`config.mk`:
```
export PLATFORM = sky130hd
export DESIGN_NAME = cpu_slot_ctrl
export DESIGN_NICKNAME = d
export VERILOG_FILES = /design/src/rtl/slot_pkg.sv /design/src/rtl/slot_cell.sv /design/src/rtl/slot_scan.sv /design/src/rtl/cpu_slot_ctrl.sv
export SDC_FILE = /design/constraint.sdc
export NUM_CORES = 1
export LEC_CHECK = 0
export CAP_MARGIN = 20
export CORE_ASPECT_RATIO = 0.8
export CORE_MARGIN = 4
export CORE_UTILIZATION = 62
export DETAILED_ROUTE_END_ITERATION = 16
export PLACE_DENSITY = 0.86
export SYNTH_ARGS = -nofsm -noshare
export SYNTH_HDL_FRONTEND = slang
export SYNTH_SLANG_ARGS = --single-unit
```
`constraint.sdc`:
```
create_clock -name clk -period 8.1 [get_ports clk]
set_input_delay 1.215 -clock clk [delete_from_list [all_inputs] [get_ports clk]]
set_output_delay 1.215 -clock clk [all_outputs]
set_load 0.005 [all_outputs]
```
`src/rtl/slot_pkg.sv`:
```
package slot_pkg;

    localparam logic [3:0] OFF_SEL   = 4'h0;
    localparam logic [3:0] OFF_FLAGS = 4'h4;
    localparam logic [3:0] OFF_CMD   = 4'h5;
    localparam logic [3:0] OFF_DATA  = 4'h8;

    typedef enum logic [1:0] {
        CMD_NEXT = 2'd0,
        CMD_EVT  = 2'd1,
        CMD_CODE = 2'd2,
        CMD_ID   = 2'd3
    } cmd_e;

    typedef enum logic [2:0] {
        FOP_NONE,
        FOP_CLR_INS,
        FOP_CLR_REM,
        FOP_EJECT,
        FOP_SET_FW
    } fop_e;

    typedef struct packed {
        logic fwrem;
        logic rem;
        logic ins;
        logic present;
    } slot_flags_t;

    function automatic logic [31:0] size_mask(input logic [1:0] sz);
        case (sz)
            2'd0:    return 32'h0000_00FF;
            2'd1:    return 32'h0000_FFFF;
            default: return 32'hFFFF_FFFF;
        endcase
    endfunction

    function automatic fop_e decode_flags(input logic [7:0] d);
        if (d[1])      return FOP_CLR_INS;
        else if (d[2]) return FOP_CLR_REM;
        else if (d[3]) return FOP_EJECT;
        else if (d[4]) return FOP_SET_FW;
        else           return FOP_NONE;
    endfunction

    function automatic logic [7:0] pack_flags(input slot_flags_t f);
        return {3'b000, f.fwrem, 1'b0, f.rem, f.ins, f.present};
    endfunction

    function automatic logic [63:0] slot_id(input logic [63:0] base,
                                            input logic [63:0] stride,
                                            input int unsigned idx);
        return base + stride * 64'(idx);
    endfunction

endpackage

```
`src/rtl/slot_cell.sv`:
```
module slot_cell
    import slot_pkg::*;
#(
    parameter bit BOOT = 1'b0
) (
    input  logic        clk,
    input  logic        rst,
    input  logic        op_en,
    input  fop_e        fop,
    input  logic        plug,
    input  logic        plug_hot,
    input  logic        unplug_req,
    input  logic        unplug_done,
    output slot_flags_t flags
);
    always_ff @(posedge clk) begin
        if (rst) begin
            flags <= '{fwrem: 1'b0, rem: 1'b0, ins: 1'b0, present: BOOT};
        end else begin
            if (op_en) begin
                case (fop)
                    FOP_CLR_INS: flags.ins <= 1'b0;
                    FOP_CLR_REM: flags.rem <= 1'b0;
                    FOP_EJECT: begin
                        flags.present <= 1'b0;
                        flags.fwrem   <= 1'b0;
                    end
                    FOP_SET_FW:  flags.fwrem <= 1'b1;
                    default: ;
                endcase
            end
            // side strobes are applied after register writes
            if (plug) begin
                flags.present <= 1'b1;
                if (plug_hot) flags.ins <= 1'b1;
            end
            if (unplug_req)  flags.rem <= 1'b1;
            if (unplug_done) flags.present <= 1'b0;
        end
    end
endmodule

```
`src/rtl/slot_scan.sv`:
```
module slot_scan #(
    parameter int NSLOTS = 8,
    parameter int IDXW   = $clog2(NSLOTS)
) (
    input  logic              clk,
    input  logic              rst,
    input  logic              start,
    input  logic [IDXW-1:0]   start_idx,
    input  logic [NSLOTS-1:0] pending,
    output logic              busy,
    output logic              hit,
    output logic [IDXW-1:0]   hit_idx
);
    localparam logic [IDXW-1:0] LAST = IDXW'(NSLOTS - 1);

    logic [IDXW-1:0] ptr;
    logic [IDXW-1:0] steps;

    assign hit     = busy && pending[ptr];
    assign hit_idx = ptr;

    always_ff @(posedge clk) begin
        if (rst) begin
            busy  <= 1'b0;
            ptr   <= '0;
            steps <= '0;
        end else if (start) begin
            busy  <= 1'b1;
            ptr   <= start_idx;
            steps <= '0;
        end else if (busy) begin
            if (pending[ptr] || steps == LAST) begin
                busy <= 1'b0;
            end else begin
                ptr   <= (ptr == LAST) ? '0 : ptr + 1'b1;
                steps <= steps + 1'b1;
            end
        end
    end
endmodule

```
`src/rtl/cpu_slot_ctrl.sv`:
```
module cpu_slot_ctrl
    import slot_pkg::*;
#(
    parameter int          NSLOTS    = 8,
    parameter logic [63:0] ID_BASE   = 64'h0000_0A00_0000_0100,
    parameter logic [63:0] ID_STRIDE = 64'h0000_0001_0000_0001,
    parameter int          IDXW      = $clog2(NSLOTS)
) (
    input  logic            clk,
    input  logic            rst,
    input  logic            req_valid,
    input  logic            req_write,
    input  logic [3:0]      req_addr,
    input  logic [1:0]      req_size,
    input  logic [31:0]     req_wdata,
    output logic            req_ready,
    output logic [31:0]     req_rdata,
    input  logic [IDXW-1:0] side_slot,
    input  logic            plug_stb,
    input  logic            plug_hot,
    input  logic            unplug_req_stb,
    input  logic            unplug_done_stb,
    output logic            irq_pulse,
    output logic            report_pulse,
    output logic [IDXW-1:0] report_slot,
    output logic [31:0]     report_event,
    output logic [31:0]     report_code,
    output logic            eject_pulse,
    output logic [IDXW-1:0] eject_slot,
    output logic            scan_busy
);
    logic [31:0]       sel_q;
    cmd_e              cmd_q;
    logic [31:0]       evt_q [NSLOTS];
    slot_flags_t       flags_arr [NSLOTS];
    logic [NSLOTS-1:0] pending;

    logic [IDXW-1:0] sel_idx;
    logic            sel_ok, wr, side_ok;
    logic [31:0]     mask, wd;
    fop_e            fop;
    slot_flags_t     cur;
    logic            fop_go, cmd_wr, scan_start, scan_hit;
    logic [IDXW-1:0] scan_idx;
    logic [63:0]     cur_id;
    logic [31:0]     rd;

    assign sel_idx   = sel_q[IDXW-1:0];
    assign sel_ok    = sel_q < 32'(NSLOTS);
    assign req_ready = !scan_busy;
    assign wr        = req_valid && req_ready && req_write;
    assign mask      = size_mask(req_size);
    assign wd        = req_wdata & mask;
    assign fop       = decode_flags(wd[7:0]);
    assign cur       = flags_arr[sel_idx];
    assign side_ok   = 32'(side_slot) < 32'(NSLOTS);
    assign cur_id    = slot_id(ID_BASE, ID_STRIDE, 32'(sel_idx));

    assign fop_go = wr && sel_ok && req_addr == OFF_FLAGS &&
                    (fop == FOP_CLR_INS || fop == FOP_CLR_REM ||
                     ((fop == FOP_EJECT || fop == FOP_SET_FW) &&
                      cur.present && sel_idx != '0));
    assign cmd_wr     = wr && sel_ok && req_addr == OFF_CMD && wd[7:0] < 8'd4;
    assign scan_start = cmd_wr && wd[1:0] == CMD_NEXT;

    for (genvar i = 0; i < NSLOTS; i++) begin : g_slot
        logic hit_sel, hit_side;
        assign hit_sel  = sel_idx == IDXW'(i);
        assign hit_side = side_slot == IDXW'(i);
        slot_cell #(.BOOT(i == 0)) u_cell (
            .clk        (clk),
            .rst        (rst),
            .op_en      (fop_go && hit_sel),
            .fop        (fop),
            .plug       (plug_stb && hit_side),
            .plug_hot   (plug_hot),
            .unplug_req (unplug_req_stb && hit_side),
            .unplug_done(unplug_done_stb && hit_side),
            .flags      (flags_arr[i])
        );
        assign pending[i] = flags_arr[i].ins | flags_arr[i].rem | flags_arr[i].fwrem;
    end

    slot_scan #(.NSLOTS(NSLOTS), .IDXW(IDXW)) u_scan (
        .clk      (clk),
        .rst      (rst),
        .start    (scan_start),
        .start_idx(sel_idx),
        .pending  (pending),
        .busy     (scan_busy),
        .hit      (scan_hit),
        .hit_idx  (scan_idx)
    );

    always_ff @(posedge clk) begin
        if (rst) begin
            sel_q        <= '0;
            cmd_q        <= CMD_NEXT;
            irq_pulse    <= 1'b0;
            report_pulse <= 1'b0;
            report_slot  <= '0;
            report_event <= '0;
            report_code  <= '0;
            eject_pulse  <= 1'b0;
            eject_slot   <= '0;
            for (int i = 0; i < NSLOTS; i++) evt_q[i] <= '0;
        end else begin
            irq_pulse    <= side_ok && ((plug_stb && plug_hot) || unplug_req_stb);
            report_pulse <= 1'b0;
            eject_pulse  <= 1'b0;
            if (wr && req_addr == OFF_SEL) sel_q <= wd;
            if (scan_hit) sel_q <= 32'(scan_idx);
            if (cmd_wr) cmd_q <= cmd_e'(wd[1:0]);
            if (fop_go && fop == FOP_EJECT) begin
                eject_pulse <= 1'b1;
                eject_slot  <= sel_idx;
            end
            if (wr && sel_ok && req_addr == OFF_DATA) begin
                if (cmd_q == CMD_EVT) evt_q[sel_idx] <= wd;
                if (cmd_q == CMD_CODE) begin
                    report_pulse <= 1'b1;
                    report_slot  <= sel_idx;
                    report_event <= evt_q[sel_idx];
                    report_code  <= wd;
                end
            end
        end
    end

    always_comb begin
        rd = '0;
        if (sel_ok) begin
            case (req_addr)
                OFF_SEL:   rd = (cmd_q == CMD_ID) ? cur_id[63:32] : 32'h0;
                OFF_FLAGS: rd = {24'h0, pack_flags(cur)};
                OFF_DATA: begin
                    if (cmd_q == CMD_NEXT)    rd = sel_q;
                    else if (cmd_q == CMD_ID) rd = cur_id[31:0];
                end
                default: rd = '0;
            endcase
        end
    end
    assign req_rdata = rd & mask;

endmodule

```
# Word-level counts from Yosys, hierarchy flattened
# Memories as Yosys holds them, arrays and structs flattened. A register that Yosys moved wholly into a read port is not among the register bits.
# Index checks and enable logic that the tools add are counted.
[word_totals]
word_cells = 314
ramBits = 256
register_bits = 114
inputBits = 49
memories = 1
output_inout_bits = 107
[memory_table]
columns = ["memory", "depth", "width", "rd", "rd_clocked_by_memory_dff", "write_ports", "line_no", "text"]
rows = [
  ["evt_q", 8, 32, 1, 1, 8, "cpu_slot_ctrl.sv:34", "logic [31:0] evt_q [NSLOTS];"],
]
[op_classes]
reduce_logical = 133
mul = 1
mux = 79
eq_ne = 28
n_lt_le_gt_ge = 4
bitwise = 21
add_sub_neg = 3
[ops]
columns = ["operator", "count"]
rows = [
  ["$mux 32", 4],
  ["$pmux 32 s3", 1],
  ["$reduce_bool 2->1", 33],
  ["$and 32x32->32", 2],
  ["$pmux 32 s2", 1],
  ["$mux 3", 19],
  ["$reduce_and 2->1", 27],
  ["$logic_and 1x1->1", 47],
  ["$add 44x36->45 const A", 1],
  ["$mux 1", 40],
  ["$mul 33x3->36 const A", 1],
  ["$eq 3x3->1 const B", 11],
  ["$lt 32x4->1 const B", 1],
  ["$reduce_or 32->1", 1],
  ["$reduce_or 2->1", 10],
  ["$eq 3x2->1 const B", 6],
  ["$mux 2", 8],
  ["$or 1x1->1", 16],
  ["$mux 13", 1],
  ["$bmux 4 s3", 1],
  ["$eq 3x1->1 const B", 3],
  ["$reduce_bool 3->1", 3],
  ["$eq 4x3->1 const B", 2],
  ["$lt 8x3->1 const B", 1],
  ["17 further kinds", 29],
]

# Longest topological paths before layout
# Gate-level depths: netlist (run 1).
[depth]
word_depth = 18
depth_mapped = 9
depth_no_buf = 6

# Cells and area by module
# A second synthesis (run 1) with hierarchy kept.
[hier_totals]
hier_cells = 1546
area_unflattened_um2 = 17905.9
[modules_own_cells]
columns = ["mod", "cells_each", "area_per_inst_um2", "seq_area_each_um2", "n_inst"]
rows = [
  ["cpu_slot_ctrl", 1329, 15805.2, 9829.4, 1],
  ["slot_cell at g_slot[1].u_cell ...", 21, 201.4, 80.1, 7],
  ["slot_scan", 51, 494.2, 140.1, 1],
  ["slot_cell at g_slot[0].u_cell", 19, 196.4, 80.1, 1],
]

# Worst setup path after synthesis (run 1)
# Ideal clock, no wire load.
[synth_timing]
kind = "input-to-reg"
startpoint = "input req_addr[1]"
endpoint = "memory evt_q[6][0], enable pin"
n_path_buf = 2
arrival_time_ps = 3201
required_time_ps = 7706
setup_slack_ps = 4505
cell_stages = 7
setup_ps = 394
path_cell_list = "or3_1 -> clkbuf_1 -> nor2_1 -> and3_1 -> buf_4 -> nand2_2 -> nand2b_1"
[synth_lines]
columns = ["element", "line_no", "text"]
rows = [
  ["start: declaration", "cpu_slot_ctrl.sv:13", "input logic [3:0] req_addr,"],
  ["end: declaration", "cpu_slot_ctrl.sv:34", ""],
]

# Final worst setup path (run 1)
[layout_timing]
startpoint = "register sel_q[1]"
endpoint = "output req_rdata[0]"
[layout_between]
elab_chain_len = 7
word_cells_on_any_way = 11
classes_between = "add/sub (1); mul (1); order compare (1); mux (6); bitwise (2)"
[layout_rtl]
columns = ["element", "line_no", "text"]
rows = [
  ["start: declaration", "cpu_slot_ctrl.sv:32", "logic [31:0] sel_q;"],
  ["start signal: assignment", "cpu_slot_ctrl.sv:111", "if (wr && req_addr == OFF_SEL) sel_q <= wd;"],
  ["start signal: assignment", "cpu_slot_ctrl.sv:112", "if (scan_hit) sel_q <= 32'(scan_idx);"],
  ["parallel branches: the longest is 5 deep, another holds $add 44x36->45", "-", ""],
  ["$mux 32 *", "cpu_slot_ctrl.sv:132", "if (sel_ok) begin"],
  ["$and 32x32->32 *", "cpu_slot_ctrl.sv:144", "assign req_rdata = rd & mask;"],
  ["end: declaration", "cpu_slot_ctrl.sv:17", "output logic [31:0] req_rdata,"],
]
# Every way passes the cells marked *. The select of a mux whose other input is x is not followed.

==> results of run 1 <==
-- path summary, 6_finish.rpt --
kind	start	to	slack, ns	cells after the start
max	sel_q[1]	req_rdata[0]	3.25	7
min	report_code[18]	report_code[18]	0.45	2
max reg2reg	sel_q[31]	evt_q[5][30]	3.91	8
min reg2reg	report_code[18]	report_code[18]	0.45	2
-- flip-flops by register name, summed over array words and instances, names as in the netlist, 3 cells and up --
name and count:
eject_slot 3, evt_q 256, g_slot.u_cell.flags 32, report_code 32, report_event 32, report_slot 3
sel_q 32, u_scan.hit_idx 3, u_scan.steps 3
-- Yosys cell counts (all sizes together) (5+ instances only) --
cell type  instances
dfxtp            146
nor3b              8
a21oi             91
a221oi             7
nor2b             10
nand2            125
mux4              70
buf               86
o21ai             31
inv                5
nor4b              5
and3              54
a22o               8
or2                8
and2               9
nor2             312
clkbuf            50
mux2i             41
nand3             30
nor3              14
nand2b             9
edfxtp           256
nor4              14
a211oi            33
-- stage by stage --
step / cells / utilization (%) / hold WS (ns) / cell area (um2) / power [mW]
floorplan: 1490 / - / 0.4316 / 17410 / 2.386
global placement: 1866 / 68.09 / 0.4409 / 18630 / 2.456
detailed placement: 1867 / 68.16 / 0.4481 / 18650 / 2.465
CTS: 1934 / 72.60 / 0.4560 / 19870 / 4.192
global route: 1935 / 72.62 / 0.4816 / 19870 / 4.301
finish: 1935 / 72.62 / 0.4538 / 19870 / 4.191
-- cells in the final DEF, fill, tap and decap left out, drive strengths merged, types with 41 or more instances in the layout --
master,count
edfxtp,256
clkbuf,52
mux2i,41
a21oi,91
clkdlybuf4s50,129
nor2,312
dfxtp,146
mux4,70
and3,54
nand2,125
-- metal layers --
layer / vias to the layer above / routed length, um / track usage (%)
met3: 92 / 6568 / 8.859
li1: 5397 / - / -
met4: 6 / 841 / 6.215
met5: - / 54 / 0.6173
met1: 5902 / 17420 / 42.18
met2: 889 / 19110 / 42.13
-- kinds of logic (layout without fill, tap and decap cells) --
group | after synthesis | after routing | share of synthesized area (%)
flops | 402 | 402 | 61.25
buf+inv | 141 | 222 | 4.059
mux | 115 | 115 | 11.73
xor+xnor | 1 | 1 | 0.05057
simple gates | 619 | 619 | 16.30
fa+ha+maj | 4 | 4 | 0.2889
other cells | 1 | 25 | 0.02165
compound gates | 183 | 183 | 6.305
-- where the power goes --
group / internal (mW) / total, mW / switching [mW]
sequential: 2.22 / 2.24 / 0.0239
combinational: 0.0607 / 0.187 / 0.127
clock: 1.00 / 1.76 / 0.756
-- final cells by class --
| type | count | area [um2] |
|---|---|---|
| multi-input cells | 947 | 6105 |
| well taps | 364 | 455.4 |
| fillers | 1768 | 7493 |
| repair buffers | 150 | 1459 |
| clock inverters | 15 | 127.6 |
| flip-flops and latches | 402 | 10620 |
| clock buffers | 52 | 1086 |
| inverters | 5 | 18.77 |
-- critical path: cells and delay by family (launching register included) --
kind | cells | cell delay, ns
buffers and inverters | 2 | 1.36
flip-flops | 1 | 0.49
AND/OR/NAND/NOR | 2 | 0.43
AO/OA/AOI/OAI | 3 | 0.83
==> results.md, run 1 <==
Worst setup path:
- The library cell contributing the largest single delay on the critical path is buf_4.
- The largest incremental delay on the critical path is 0.82 ns.
- The type of the setup path with the least slack is reg2out.
- The type of destination of the critical path is an output port.
- Data on the critical path arrives at its endpoint at 3.64 ns.
- Walking the worst path, the cells encountered are buf_4, o21ai_0, a22oi_1, and3_1, a21oi_1, nor3_1, clkdlybuf4s50_1.
- The kind of launch point of the worst setup path is a flop.
- The required time at the worst-slack endpoint is 6.88 ns.
- Along the worst path, the maximum fanout reaches 78.

STA:
- For the finished layout, the period the worst path requires is 4.854 ns.
- The number of endpoints with negative hold slack in the final report is 0.
- The max-slew violation count was 0.
- The top achievable clock speed is 0.2060 GHz.
- Setup violations remaining at the end of the flow were counted as 0.
- The summed negative setup slack over all endpoints is 0 ns.
- At the pin with the least slew margin, the transition time is 1.066 ns.
- Once routing completed, OpenROAD measured the worst setup slack at 3.246 ns.
- The final critical path takes up 59.92% of the cycle.
- In this run the tightest slew margin relative to its limit is 28.37%.
- The clock arrives with 0.02354 ns of skew.
- Setup repair after global routing left no endpoint under its margin.

Placed design:
- Routability-driven placement finished with a final weighted congestion of 0.8873.
- Prior to clock tree synthesis, the placed netlist has a worst setup slack of 2.923 ns.
- After legalization and detailed placement, the total HPWL measured 29.61 mm.
- The number of input and output port buffers inserted is 130.

Global route:
- After global routing the overflow that remains totals 0.
- The wire length of the first global-routing pass is 67.96 mm.
- The number of global-route vias before repair came to 11.78k.
- The pin count of the biggest net entering global routing is 79.
- The overall fraction of global-route tracks in use is 28.46%.
- The number of antenna violations at the first check in global routing was 2.

Clocking:
- The total setup buffers inserted after CTS is 0.
- The maximum clock insertion buffer count is 3.
- In this run the number of H-tree levels came out at 2.
- TritonCTS created 39 clock buffers.
- The total clock sinks is 402.
- The post-cts repair resize count is 0.
- At the later pin of the worst-skew pair, clock insertion delay measures 0.53 ns.
- TritonCTS built the clock tree.
- The clock-pin transition on the worst setup and hold timing paths is 0.06 ns.
- After clock tree synthesis, the flow added hold-fix buffers numbering 0.
- The root buffer cell is clkbuf_16.

Drt:
- After detailed routing, the average wire length per cell comes to 22.74 um.
- The detailed-route DRC error count is 0.
- The remaining number of nets flagged by the antenna check after routing is 0.
- The final layout contains routed wiring with a total length of 43.99 mm.
- Across all layers, the routed design uses 12.29k vias.
- The first routing iteration left 1971 violations.
- In the routed layout, each cell is associated on average with a via count of 6.349.
- The detailed-router iteration count before antenna repair is 7.

Synthesis:
- The total of flip-flops plus latches after synthesis is 402.
- The proportion of register bits with asynchronous set or reset after synthesis is 0%.
- The distinct cell type count of the synthesized netlist is 57.
- The number of instances in the synthesized netlist is 1466.
- The largest total area in the synthesized netlist belongs to edfxtp_1.
- The area of the mapped netlist is 17320 um2.
- Yosys attributes the largest share of cell area to edfxtp_1 44%, dfxtp_1 17%, mux4_2 9.1%, nor2_1 6.8%, a21oi_1 2.6%.
- After synthesis, the largest area contributor takes up 44.37% of total cell area.
- During synthesis, Yosys emitted a total of 0 warnings.
- The average footprint of a synthesized cell is 11.82 um2.
- In this run, synthesis inferred 256 flip-flops with an integrated enable.
- The share of synthesized area occupied by flip-flops and latches is 61.25%.
- The most used flip-flop cell after synthesis is edfxtp_1.

Floorplan:
- The die width is 194.9 um.
- The area inside the core boundary is 27360 um2.
- The starting density of the core is 63.31%.
- The row count is 54.
- 156 I/O pins were placed.
- The floorplan step defined a die boundary enclosing 30700 um2.
- The die is 157.5 um tall.

Finish:
- The number of nets in the layout is 1598.
- The number of antenna diodes in the final layout is 0.
- The post-route netlist has 11.01% of its cells at a drive strength greater than 1.
- The area added between synthesis and finish is 14.70%.

Power:
- IR analysis of the VDD net gives a maximum drop of 0.1598 mV.
- The analysis attributes to cell leakage a power of 6.883 nW.
- The power density over the cells is 210.9 nW/um2.

Run:
- The max-cap check violation count is 0.

Hold path:
- The worst min-delay path class is reg2reg.

Status:
- The flow ran to the end, and the final reports show no timing, DRC or antenna violations.
No activity file was read; power rests on OpenSTA's default activity.
==> run 2: changes to the inputs <==
- CORE_UTILIZATION: 62 -> 52
- PLACE_DENSITY: 0.86 -> 0.77
- clock period: 8.1 -> 4.4 ns (I/O delays scaled with it)
==> run 2 against run 1 <==
Non-clock buffer count grew 28; combinational power increased by 86%; sequential share of layout area shrank 0.79 points; critical endpoint unchanged; register-to-register slack got worse by 2.7 ns.
==> results.md, run 2 (same netlist as run 1, synthesis figures left out) <==
Hold path:
- The path class of the tightest hold or removal check is reg2reg.

Clocking:
- The post-cts repair resize count is 0 (unchanged).
- The maximum level of the CTS H-tree is 2 (unchanged).
- The total setup buffers inserted after CTS is 0 (unchanged).
- The root buffer cell is clkbuf_16.
- The clock latency reported for the late side of the worst-skew pair is 0.53 ns (about the same).
- TritonCTS built the clock tree.
- The hold-fix buffer count after cts is 0 (unchanged).
- The total clock buffers created by CTS is 39 (unchanged).
- The total clock sinks is 402 (unchanged).
- The maximum clock insertion buffer count is 3 (unchanged).
- The clock-pin transition on the worst setup and hold timing paths is 0.06 ns (about the same).

Run:
- The max-cap check violation count is 0 (unchanged).

Floorplan:
- The overall die height is 171.3 um (+8.7%).
- The die width is 212.1 um (+8.8%).
- The number of I/O pins is 156 (unchanged).
- The area inside the core boundary is 32700 um2 (+20%).
- The row count is 59 (+9.3%).
- The die footprint was 36320 um2 (+18%).
- The starting density of the core is 52.97% (-10 points).

Finish:
- The post-layout instance area is 20170 um2 (+1.5%).
- The library cells used most frequently in the layout, excluding fill and tap cells, are 312 x nor2_1, 256 x edfxtp_1, 143 x dfxtp_1.
- The share of layout cells above drive strength 1 is 12.54% (+1.5 points).
- The antenna cell count is 0 (unchanged).
- From synthesis to final layout, the design area changed by 16.42%.
- The most frequent standard cell in the layout excluding fill and tap cells is nor2_1.
- The number of flip-flops in the largest register was 256 (unchanged).
- The number of nets in the layout is 1626 (+1.8%).
- Counting flops per register, the top entry is evt_q.

STA:
- The count of final setup violators is 0 (unchanged).
- For this run, the top clock speed supported by timing is 0.2592 GHz.
- Setup repair after global routing left no endpoint under its margin.
- The share of the cycle needed by the critical path after routing is 87.69%.
- The relative slew slack is 30.78% (+2.4 points).
- The max-slew violation count was 0 (unchanged).
- The summed negative setup slack over all endpoints is 0 ns (unchanged).
- The number of endpoints with negative hold slack in the final report was 0 (unchanged).
- The smallest clock period supported by the final layout is computed as 3.858 ns.
- The setup clock skew after layout is 0.01626 ns (-0.007284 ns).
- The slew at the pin closest to its max-slew limit is 1.038 ns (-0.02801 ns).

Placed design:
- The HPWL after detailed placement is 28.17 mm (-4.8%).
- The post-place instance area is 18940 um2 (+1.5%).
- The last weighted congestion value of the routability-driven placer is 0.9209 (+3.8%).
- The number of input and output port buffers inserted is 130 (unchanged).

Status:
- The run finished with clean final reports.

Global route:
- The pin count of the biggest net entering global routing came to 81 (+2.5%).
- The number of antenna violations at the first check in global routing is 0 (-2).
- The wire length of the first global-routing pass is 68.83 mm (+1.3%).
- The global-route congestion overflow total came to 0 (unchanged).
- The number of global-route vias before repair came to 11.95k (+1.5%).
- The overall fraction of global-route tracks in use came to 24.29% (-4.2 points).

Worst setup path:
- STA classifies the critical path startpoint as a flop.
- The minimum setup slack among reg-to-reg paths is 1.23 ns (-2.68 ns).
- The biggest fanout along the worst timing path is 70 (-10%).
- The arrival time reported for the critical path endpoint is 3.20 ns (-0.44 ns).
- The type of destination of the critical path is an output port.
- The setup path with the least slack is of type reg2out.
- The required time at the worst-slack endpoint came to 3.74 ns (-3.14 ns).

Drt:
- The via density per instance is 5.987 (-5.7%).
- The detailed-route DRC error count is 0 (unchanged).
- The wire length reported by the detailed router is 44.35 mm (+0.82%).
- The via count is 12.15k (-1.1%).
- The initial detailed-routing violation count came to 1431 (-27%).
- The final routed wire length divided by cell count was 21.85 um (-3.9%).
- The detailed-router iteration count before antenna repair is 6 (-1).
- The remaining number of nets flagged by the antenna check after routing is 0 (unchanged).

Power:
- The power density over the cells was 382.1 nW/um2 (+81%).
- The maximum resistive drop on vdd is 0.2585 mV (+62%).
- The static leakage was 7.032 nW (+2.2%).
==> run 2: cell types whose count changed in the layout (fill, tap and decap cells not counted) <==
cell,previous run,this run
buf_4,19,49
clkinvlp_4,2,0
buf_2,1,0
inv_8,0,1
clkbuf_16,40,42
buf_12,1,0
clkbuf_1,8,12
inv_6,1,0
bufinv_16,2,0
clkbuf_8,4,6
==> run 2: cell type report <==
| type | count | area (um2) |
|---|---|---|
| tap | 427 | 534.3 |
| clock buffer | 60 | 1179 |
| clock inverter | 11 | 55.05 |
| timing repair buffer | 178 | 1659 |
| fill | 2457 | 12530 |
| sequential | 402 | 10620 |
| multi-input combinational | 947 | 6105 |
| inverter | 5 | 18.77 |
==> run 2: final timing paths <==
check,start,to,cells after the start
worst max register to register,sel_q[1],g_slot[6].u_cell.flags[0],7
worst max-delay path,sel_q[1],req_rdata[0],7
worst min-delay path,report_code[13],report_code[13],2
worst min register to register,report_code[13],report_code[13],2
==> run 2: per-stage QoR <==
step	setup slack [ns]	total power [mW]	instances	util, %	hold WS [ns]
after floorplan	1.360	4.393	1490	-	0.4316
after global placement	0.9143	4.526	1959	57.90	0.4381
after detailed placement	0.8512	4.537	1959	57.90	0.4462
after CTS	0.5817	7.736	2030	61.68	0.4554
after global routing	0.3473	7.932	2030	61.68	0.4749
final	0.5416	7.706	2030	61.68	0.4537
==> run 2: critical path, stage by stage (launching register included) <==
cell	delay (ns)
dfxtp_4	0.98
nand3b_1	0.47
nor2_1	0.24
a21oi_1	0.13
and3_1	0.23
a21oi_1	0.12
nor3_1	0.05
clkdlybuf4s50_1	0.46
==> run 2: where the power goes <==
group	internal, mW	switching (mW)	total (mW)
sequential	4.08	0.0314	4.11
clock	1.85	1.39	3.24
combinational	0.119	0.229	0.348
total	6.05	1.65	7.71
==> run 2: per-layer routing <==
layer  share of wire (%)  GRT usage, %  routed length (um)
met1                  40         34.65               17610
met2                  46         37.47               20320
met3                  11         5.361                4862
met4                 3.5         8.199                1557
met5                   0             0                   0
